$ cat src/rtl/svpwm_pkg.sv
package svpwm_pkg;

    // Position of a leg in the switching sequence of a sector
    typedef enum logic [1:0] {
        RANK_LEAD  = 2'd0,
        RANK_MID   = 2'd1,
        RANK_TRAIL = 2'd2,
        RANK_OFF   = 2'd3
    } leg_rank_e;

    localparam int unsigned NUM_LEGS = 3;

    // Rank of one leg (0 = a, 1 = b, 2 = c) for a given sector code
    function automatic leg_rank_e leg_rank(input logic [2:0] sector, input int unsigned leg);
        leg_rank_e ra, rb, rc;
        case (sector)
            3'd1: begin ra = RANK_LEAD;  rb = RANK_MID;   rc = RANK_TRAIL; end
            3'd2: begin ra = RANK_MID;   rb = RANK_LEAD;  rc = RANK_TRAIL; end
            3'd3: begin ra = RANK_TRAIL; rb = RANK_LEAD;  rc = RANK_MID;   end
            3'd4: begin ra = RANK_TRAIL; rb = RANK_MID;   rc = RANK_LEAD;  end
            3'd5: begin ra = RANK_MID;   rb = RANK_TRAIL; rc = RANK_LEAD;  end
            3'd6: begin ra = RANK_LEAD;  rb = RANK_TRAIL; rc = RANK_MID;   end
            default: begin ra = RANK_OFF; rb = RANK_OFF; rc = RANK_OFF; end
        endcase
        case (leg)
            0:       return ra;
            1:       return rb;
            default: return rc;
        endcase
    endfunction

endpackage

$ cat src/rtl/svpwm_carrier.sv
module svpwm_carrier #(
    parameter int CW = 12
) (
    input  logic          clk,
    input  logic          rst,
    input  logic [CW-1:0] half_period_in,
    output logic [CW-1:0] carrier,
    output logic [CW-1:0] peak,
    output logic          at_zero
);
    logic          up_q;
    logic [CW-1:0] cnt_q;
    logic [CW-1:0] peak_q;

    assign at_zero = (cnt_q == '0);
    assign carrier = cnt_q;
    assign peak    = peak_q;

    always_ff @(posedge clk) begin
        if (rst) begin
            cnt_q  <= '0;
            peak_q <= '0;
            up_q   <= 1'b1;
        end else if (at_zero) begin
            peak_q <= half_period_in;
            up_q   <= 1'b1;
            cnt_q  <= (half_period_in == '0) ? '0 : CW'(1);
        end else if (up_q) begin
            if (cnt_q >= peak_q) begin
                cnt_q <= cnt_q - CW'(1);
                up_q  <= 1'b0;
            end else begin
                cnt_q <= cnt_q + CW'(1);
            end
        end else begin
            cnt_q <= cnt_q - CW'(1);
        end
    end
endmodule

$ cat src/rtl/svpwm_threshold.sv
module svpwm_threshold #(
    parameter int CW = 12,
    localparam int KW = CW + 1
) (
    input  logic                clk,
    input  logic                rst,
    input  logic                load,
    input  logic [2:0]          sector_in,
    input  logic [CW-1:0]       tx_in,
    input  logic [CW-1:0]       ty_in,
    input  logic [CW-1:0]       half_period_in,
    output logic [2:0][KW-1:0]  level_q,
    output logic [2:0]          sector_q
);
    logic [KW-1:0]      lim, txc, sum_raw, sum_c, zero_off;
    logic [2:0][KW-1:0] level_d;

    always_comb begin
        lim      = {half_period_in, 1'b0};
        txc      = ({1'b0, tx_in} > lim) ? lim : {1'b0, tx_in};
        sum_raw  = {1'b0, tx_in} + {1'b0, ty_in};
        sum_c    = (sum_raw > lim) ? lim : sum_raw;
        zero_off = (lim - sum_c) >> 2;
        level_d[0] = zero_off;
        level_d[1] = zero_off + (txc >> 1);
        level_d[2] = zero_off + (sum_c >> 1);
    end

    always_ff @(posedge clk) begin
        if (rst) begin
            level_q  <= '0;
            sector_q <= '0;
        end else if (load) begin
            level_q  <= level_d;
            sector_q <= sector_in;
        end
    end
endmodule

$ cat src/rtl/svpwm_deadband.sv
module svpwm_deadband #(
    parameter int DTW = 6
) (
    input  logic           clk,
    input  logic           rst,
    input  logic           leg_on,
    input  logic [DTW-1:0] dead_in,
    output logic           hi,
    output logic           lo
);
    logic           s_q;
    logic [DTW-1:0] run_q;

    always_ff @(posedge clk) begin
        if (rst) begin
            s_q   <= 1'b0;
            run_q <= '0;
            hi    <= 1'b0;
            lo    <= 1'b0;
        end else begin
            s_q <= leg_on;
            if (leg_on != s_q)
                run_q <= '0;
            else if (run_q != '1)
                run_q <= run_q + DTW'(1);
            hi <= s_q  && (run_q >= dead_in);
            lo <= !s_q && (run_q >= dead_in);
        end
    end
endmodule

$ cat src/rtl/svpwm_gate_gen.sv
module svpwm_gate_gen
    import svpwm_pkg::*;
#(
    parameter int CW  = 12,
    parameter int DTW = 6
) (
    input  logic           clk,
    input  logic           rst,
    input  logic [2:0]     sector_in,
    input  logic [CW-1:0]  tx_in,
    input  logic [CW-1:0]  ty_in,
    input  logic [CW-1:0]  half_period_in,
    input  logic [DTW-1:0] dead_in,
    output logic [2:0]     gate_hi,
    output logic [2:0]     gate_lo
);
    localparam int KW = CW + 1;

    logic [CW-1:0]      carrier;
    logic [CW-1:0]      peak;
    logic               at_zero;
    logic [2:0][KW-1:0] level_q;
    logic [2:0]         sector_q;
    logic [2:0]         leg_on;

    svpwm_carrier #(.CW(CW)) u_car (
        .clk            (clk),
        .rst            (rst),
        .half_period_in (half_period_in),
        .carrier        (carrier),
        .peak           (peak),
        .at_zero        (at_zero)
    );

    svpwm_threshold #(.CW(CW)) u_thr (
        .clk            (clk),
        .rst            (rst),
        .load           (at_zero),
        .sector_in      (sector_in),
        .tx_in          (tx_in),
        .ty_in          (ty_in),
        .half_period_in (half_period_in),
        .level_q        (level_q),
        .sector_q       (sector_q)
    );

    for (genvar g = 0; g < NUM_LEGS; g++) begin : g_leg
        leg_rank_e rank;
        always_comb begin
            rank = leg_rank(sector_q, g);
            if (rank == RANK_OFF)
                leg_on[g] = 1'b0;
            else
                leg_on[g] = ({1'b0, carrier} >= level_q[rank]);
        end

        svpwm_deadband #(.DTW(DTW)) u_db (
            .clk     (clk),
            .rst     (rst),
            .leg_on  (leg_on[g]),
            .dead_in (dead_in),
            .hi      (gate_hi[g]),
            .lo      (gate_lo[g])
        );
    end
endmodule

$ cat config.mk
export PLATFORM = sky130hd
export DESIGN_NAME = svpwm_gate_gen
export DESIGN_NICKNAME = d
export VERILOG_FILES = /design/src/rtl/svpwm_pkg.sv /design/src/rtl/svpwm_carrier.sv /design/src/rtl/svpwm_threshold.sv /design/src/rtl/svpwm_deadband.sv /design/src/rtl/svpwm_gate_gen.sv
export SDC_FILE = /design/constraint.sdc
export NUM_CORES = 1
export LEC_CHECK = 0
export BUFFER_PORTS_ARGS = -buffer_cell sky130_fd_sc_hd__buf_2
export CAP_MARGIN = 20
export CORE_MARGIN = 5
export CORE_UTILIZATION = 63
export CTS_CLUSTER_SIZE = 16
export DETAILED_ROUTE_END_ITERATION = 7
export PLACE_DENSITY = 0.82
export SLEW_MARGIN = 5
export SYNTH_ARGS = -nofsm -noshare
export SYNTH_HDL_FRONTEND = slang
export SYNTH_SLANG_ARGS = --single-unit
$ cat constraint.sdc
create_clock -name clk -period 7.9 [get_ports clk]
set_input_delay 0.395 -clock clk [delete_from_list [all_inputs] [get_ports clk]]
set_output_delay 0.395 -clock clk [all_outputs]
set_load 0.02 [all_outputs]
==> impl_metrics.json, run 1 <==
{
  "core-area_um2": 14400,
  "grt_setup_unrepaired": "false",
  "first_pass_iters": 5,
  "ctsResizeCount": 0,
  "ys_top_cells_by_area": "dfxtp_1, ha_1, a21oi_1, nand2_1, mux2i_1",
  "finalHoldViolCount": 0,
  "grt_max_degree": 87,
  "antenna_found_initial": 0,
  "cts-root-buf": "clkbuf_16",
  "ios": 53,
  "synth-simple-area-share_pct": 21.6,
  "critPathKind": "in -> reg",
  "fp.dieW_um": 130,
  "outcome": "complete, no violations",
  "period_share_pct": 93.4,
  "dieArea_um2": 17000,
  "maxSlewHeadroom_pct": 39.4,
  "critPathSlowestCell": "nor4_1",
  "tightest_slew_ns": 0.903,
  "synthAdderAreaFrac_pct": 20.3,
  "fmax_mhz": 136,
  "dpl.hpwl_mm": 17.9,
  "synth_compound_area_share_pct": 21.3,
  "clk-insertion-delay-late_ns": 0.36,
  "io_buffers": 52,
  "initial_core_util_pct": 63.4,
  "arrival_ns": 7.58,
  "layout-drive-gt1-share_pct": 10.8,
  "cts_buffers": 9,
  "fin_skew_ns": 0.0107,
  "synth-main-ff-cell": "dfxtp_1",
  "startpoint_type": "input port",
  "grt_pass1_vias": 8054,
  "wl_mm": 23.2,
  "fin_ws_ns": 0.524,
  "clockBufferDepth": 2,
  "setup_viol": 0,
  "vias": 8596,
  "diodes": 0,
  "synth_xor_area_share_pct": 3.75,
  "std_cell_rows": 44,
  "postLayoutCoreUtil_pct": 68.3,
  "avgSynthCellArea_um2": 7.86,
  "vdd_drop_max_mv": 0.283,
  "drtAntennaViolNets": 0,
  "syn_area_um2": 9110,
  "route.detailed.drc": 0,
  "post_cts_buffers": 0,
  "end_kind": "flop",
  "globalRouteTotalUtil_pct": 27.8,
  "synth_area_leader_cell": "dfxtp_1",
  "cts_tree": "yes",
  "holdBufCountCts": 0,
  "cts.sinks": 92,
  "synth.area.mux_share_pct": 7.31,
  "overflow": 0,
  "routed_via_density": 6.25,
  "pre_cts_ws_ns": 0.256,
  "yosys_warnings": 0,
  "fp.dieH_um": 130,
  "htreeDepth": 3,
  "fin_total_pwr_mw": 4.19,
  "leakage_nw": 4.23,
  "routedWlPerCell_um": 16.9,
  "yosysSeqAreaShare_pct": 20.2,
  "ys_seq_elements": 92,
  "fillerInstances": 1179,
  "path_clk_slew_ns": 0.07,
  "drv_cap": 0,
  "pwr_density_cell_nw_per_um2": 427,
  "grt_pass1_wl_mm": 38.5,
  "required_ns": 8.10,
  "layout_min_cycle_time_ns": 7.38,
  "gp_congestion": 0.938,
  "async_reset_ff_share_pct": 0,
  "fin_setup_tns_ns": 0,
  "layout.nets": 1379,
  "area.growth.synth_to_final_pct": 7.68,
  "drtIter0Drc": 689,
  "synth_top_area_share_pct": 20.2,
  "slowest_delay_ns": 0.45,
  "synthesis.nets": 1352,
  "synth_edf_count": 0,
  "hold_path_class": "in -> reg",
  "crit_fanout": 12,
  "final_max_slew_viol_count": 0,
  "syn_inst": 1159,
  "ys_types": 70,
  "synth_top_family_by_area": "simple AND/OR/NAND/NOR gates"
}
final cells by class:
class | count | area [um^2] | share of cell area [%]
multi-input cells | 945 | 6790 | 69.2
flip-flops and latches | 92 | 1840 | 18.8
repair buffers | 65 | 362 | 3.69
inverters | 73 | 274 | 2.79
clock buffers | 10 | 239 | 2.44
well taps | 184 | 230 | 2.35
clock inverters | 6 | 71.3 | 0.727
metrics by stage:
stage	cell area (um^2)	hold slack, ns	instances
after floorplan	9110	0.427	1159
after global placement	9490	0.440	1358
after detailed placement	9490	0.446	1358
after CTS	9800	0.283	1374
after global routing	9810	0.305	1375
final	9810	0.287	1375
cell usage in the layout (no fill, tap or decap), types with 10 or more instances in the layout:
cell type / instances
nor2b_1: 18
o21ai_0: 38
a22o_1: 13
nand4_1: 10
nor3b_1: 12
mux2_2: 28
buf_4: 12
dfxtp_1: 92
a211oi_1: 13
buf_2: 52
mux2i_1: 35
nor3_1: 36
nor4_1: 13
ha_1: 143
a22oi_1: 12
a21oi_1: 123
xnor2_1: 30
o21a_1: 13
a21o_1: 37
and3_1: 10
nor2_1: 88
nand3_1: 28
nand2_1: 111
nand2b_1: 22
nand3b_1: 12
inv_1: 73
worst max-delay path: cells and delay by family:
kind	cells	cell delay, ns
xor gates and xnor gates	2	0.29
AOI/OAI and AO/OA	15	3.25
adders and majority gates	4	1.27
and+or+nand+nor	7	1.54
buffers and inverters	3	0.46
muxes	1	0.37
sequential cells by signal, indices dropped and copies added (netlist names):
| signal | flops |
|---|---|
| g_leg.u_db.lo | 3 |
| g_leg.u_db.hi | 3 |
| u_car.up_q | 1 |
| g_leg.u_db.run_q | 18 |
| u_car.peak | 12 |
| u_thr.sector_q | 3 |
| u_car.carrier | 12 |
| g_leg.u_db.s_q | 3 |
| u_thr.level_q | 37 |
worst paths after layout:
check	start	to	slack, ns	cells after the start
min reg2reg	u_car.peak[3]	u_car.peak[3]	0.45	2
max	tx_in[1]	u_thr.level_q[35]	0.52	32
max reg2reg	u_thr.sector_q[0]	g_leg[1].u_db.run_q[1]	2.95	18
min	sector_in[2]	u_thr.sector_q[2]	0.29	3
kinds of logic (layout without fill, tap and decap cells):
family,count (synthesis),after routing
buffers and inverters,122,154
multiplexers,63,63
XOR/XNOR,39,39
AND/OR/NAND/NOR,394,394
adder cells (fa/ha/maj),146,146
AO/OA/AOI/OAI,303,303
flip-flops,92,92
report_power, final:
group          leakage, nW  internal (mW)  total, mW  switching (mW)
Clock                0.151          0.257      0.453           0.196
Sequential           0.751          0.622      0.831           0.209
Combinational         3.33           1.18       2.90            1.72
Total                 4.23           2.06       4.19            2.12
cells in the mapped netlist (all sizes together) (4+ instances only):
cell type / instances
nand4: 10
nor3b: 12
clkbuf: 32
o31ai: 5
nor3: 38
o21a: 13
o211ai: 8
and2: 5
nor4: 13
a31oi: 4
xnor2: 30
nor2b: 18
a21o: 37
and3: 10
nand3: 28
a21oi: 123
a22o: 13
ha: 143
a211o: 4
buf: 17
o21ai: 41
or3: 11
dfxtp: 92
mux2: 28
a211oi: 14
nand3b: 12
nor2: 89
or2: 5
nand2b: 22
xor2: 9
nand2: 112
a22oi: 12
mux2i: 35
inv: 73
routing by layer:
metal | up-vias | GRT usage [%] | part of all wire [%]
met4 | 0 | 9.54 | 2.4
met5 | - | 0 | 0
met2 | 305 | 44.2 | 45
met3 | 57 | 4.42 | 6.6
met1 | 3985 | 38.3 | 46
li1 | 4249 | - | -
Note: power is estimated with default switching activity, not from simulation.
==> run 2, diff against run 1 <==
--- a/config.mk
+++ b/config.mk
@@ -5,13 +5,16 @@
 export SDC_FILE = /design/constraint.sdc
 export NUM_CORES = 1
 export LEC_CHECK = 0
+export ABC_AREA = 1
 export BUFFER_PORTS_ARGS = -buffer_cell sky130_fd_sc_hd__buf_2
 export CAP_MARGIN = 20
+export CELL_PAD_IN_SITES_DETAIL_PLACEMENT = 0
+export CELL_PAD_IN_SITES_GLOBAL_PLACEMENT = 1
 export CORE_MARGIN = 5
-export CORE_UTILIZATION = 63
+export CORE_UTILIZATION = 46
 export CTS_CLUSTER_SIZE = 16
 export DETAILED_ROUTE_END_ITERATION = 7
-export PLACE_DENSITY = 0.82
+export PLACE_DENSITY_LB_ADDON = 0.1
 export SLEW_MARGIN = 5
 export SYNTH_ARGS = -nofsm -noshare
 export SYNTH_HDL_FRONTEND = slang
==> run 2 against run 1 <==
Net effect: largest power group unchanged; critical endpoint unchanged; synthesized cell count is 15% higher; worst setup slack better by 1.0 ns; register-to-register slack better by 0.87 ns; clock-buffer cell count stayed put.
==> impl_metrics.json, run 2 <==
{
  "core-area_um2": 19500,
  "outcome": "complete, no violations",
  "route.detailed.drc": 0,
  "largest_reg_flops": 37,
  "fp.dieW_um": 151,
  "leakage_nw": 4.85,
  "avgSynthCellArea_um2": 6.86,
  "hold_path_class": "in -> reg",
  "ys_top_cells_by_area": "dfxtp_1, ha_1, nand2_1, inv_1, a21oi_1",
  "startpoint_type": "input port",
  "yosysSeqAreaShare_pct": 20.2,
  "drtIter0Drc": 671,
  "vdd_drop_max_mv": 0.142,
  "routedWlPerCell_um": 16.0,
  "synth_top_area_share_pct": 20.2,
  "globalRouteTotalUtil_pct": 23.2,
  "ys_types": 49,
  "antenna_found_initial": 0,
  "synthTopCellsByCount": "nand2_1, inv_1, ha_1, a21oi_1, o21ai_0",
  "clockBufferDepth": 2,
  "fp.dieH_um": 151,
  "fillerInstances": 2093,
  "tightest_slew_ns": 0.892,
  "critPathSlowestCell": "nand2_1",
  "fin_skew_ns": 0.00869,
  "std_cell_rows": 51,
  "grt_pass1_wl_mm": 41.7,
  "dieArea_um2": 22800,
  "cts-root-buf": "clkbuf_16",
  "maxSlewHeadroom_pct": 40.3,
  "wl_mm": 26.1,
  "synth-main-ff-cell": "dfxtp_1",
  "critPathKind": "in -> reg",
  "crit_fanout": 22,
  "period_share_pct": 80.3,
  "slowest_delay_ns": 0.49,
  "ctsResizeCount": 0,
  "path_delay_family": "simple AND/OR/NAND/NOR gates",
  "path_clk_slew_ns": 0.07,
  "timing.critical_path.mode_cell": "nand2_1",
  "synth_area_leader_cell": "dfxtp_1",
  "post_cts_buffers": 0,
  "gp_congestion": 0.936,
  "clk-insertion-delay-late_ns": 0.36,
  "ios": 53,
  "synthesis.nets": 1524,
  "htreeDepth": 3,
  "finalHoldViolCount": 0,
  "synth_edf_count": 0,
  "vias": 8739,
  "cts_buffers": 9,
  "drv_cap": 0,
  "dpl.hpwl_mm": 21.1,
  "required_ns": 8.15,
  "fmax_mhz": 158,
  "whs_ns": 0.246,
  "async_reset_ff_share_pct": 0,
  "arrival_ns": 6.59,
  "grt_pass1_vias": 8037,
  "layout_min_cycle_time_ns": 6.34,
  "ys_seq_elements": 92,
  "syn_inst": 1331,
  "layout_commonest_cell": "nand2_1",
  "final_max_slew_viol_count": 0,
  "initial_core_util_pct": 46.8,
  "grt_max_degree": 36,
  "place_area_um2": 9560,
  "cts_tree": "yes",
  "multi_input_area_um2": 6340,
  "regArea_um2": 1840,
  "first_pass_iters": 6,
  "setup_viol": 0,
  "io_buffers": 52,
  "worst-path-buf-inv": 6,
  "pwr_density_cell_nw_per_um2": 363,
  "end_kind": "flop",
  "top_register": "u_thr.level_q",
  "final_cell_mix": "nand2_1, inv_1, ha_1",
  "area.growth.synth_to_final_pct": 8.17,
  "layout.nets": 1555,
  "reg_top3": "u_thr.level_q (37), g_leg.u_db.run_q (18)",
  "holdBufCountCts": 0,
  "yosysMostFrequentCell": "nand2_1",
  "diodes": 0,
  "grt_setup_unrepaired": "false",
  "layout-drive-gt1-share_pct": 8.19,
  "cts.sinks": 92,
  "fin_setup_tns_ns": 0,
  "final_area_um2": 9870,
  "routed_via_density": 5.35,
  "yosys_warnings": 0,
  "syn_area_um2": 9130,
  "overflow": 0,
  "drtAntennaViolNets": 0
}
-- run 2: changes by cell type in the layout (fill, tap and decap cells not counted), sizes merged, moves of 29 or more --
cell,previous run,this run
nand2,112,265
xor2,9,38
inv,75,207
o21ai,41,106
a21o,37,8
mux2i,35,3
nand3,28,63
-- run 2: through the flow --
step / worst slack [ns] / std cells / util [%] / power, mW
after floorplan: 2.38 / 1331 / - / 2.55
after global routing: 1.05 / 1632 / 50.6 / 3.97
after detailed placement: 1.26 / 1615 / 49.0 / 3.11
final: 1.56 / 1632 / 50.6 / 3.59
after CTS: 1.62 / 1631 / 50.5 / 3.58
after global placement: 1.29 / 1615 / 49.0 / 3.09
-- run 2: final timing paths --
kind	slack (ns)	start	cells after the start	end
hold reg to reg	0.46	u_thr.level_q[10]	2	u_thr.level_q[10]
setup reg to reg	3.82	u_thr.sector_q[0]	21	g_leg[1].u_db.run_q[3]
hold / removal	0.25	sector_in[0]	3	u_thr.sector_q[0]
setup / recovery	1.56	tx_in[0]	35	u_thr.level_q[35]
-- run 2: tightest hold or removal path: stages --
cell and delay (ns):
buf_2 0.07, nand2_1 0.04, o21ai_0 0.05
-- run 2: power by group --
part | leakage [nW] | switching (mW) | total [mW] | internal [mW]
clock | 0.150 | 0.220 | 0.452 | 0.232
combinational | 3.95 | 1.52 | 2.37 | 0.850
sequential | 0.750 | 0.159 | 0.764 | 0.605
-- run 2: cell families after synthesis --
kind of cell / Yosys count / share of synthesized area, %
XOR/XNOR: 45 / 4.32
AO/OA/AOI/OAI: 316 / 21.1
buffers and inverters: 241 / 10.4
adder cells (fa/ha/maj): 146 / 20.3
flip-flops: 92 / 20.2
multiplexers: 3 / 0.329
AND/OR/NAND/NOR: 488 / 23.4
-- run 2: routing by layer --
metal	share of wire (%)	global-route usage, %	wire length, um
met1	51	33.9	13400
met2	43	35.8	11100
met3	4.1	3.05	1060
met4	2.0	6.30	514
met5	0	0	0
-- run 2: layout make-up --
class                           count  area share (%)
Multi-Input combinational cell    998            64.2
Sequential cell                    92            18.7
Inverter                          205            7.79
Tap cell                          265            3.36
Timing Repair Buffer               56            2.94
Clock buffer                       10            2.42
Clock inverter                      6           0.659
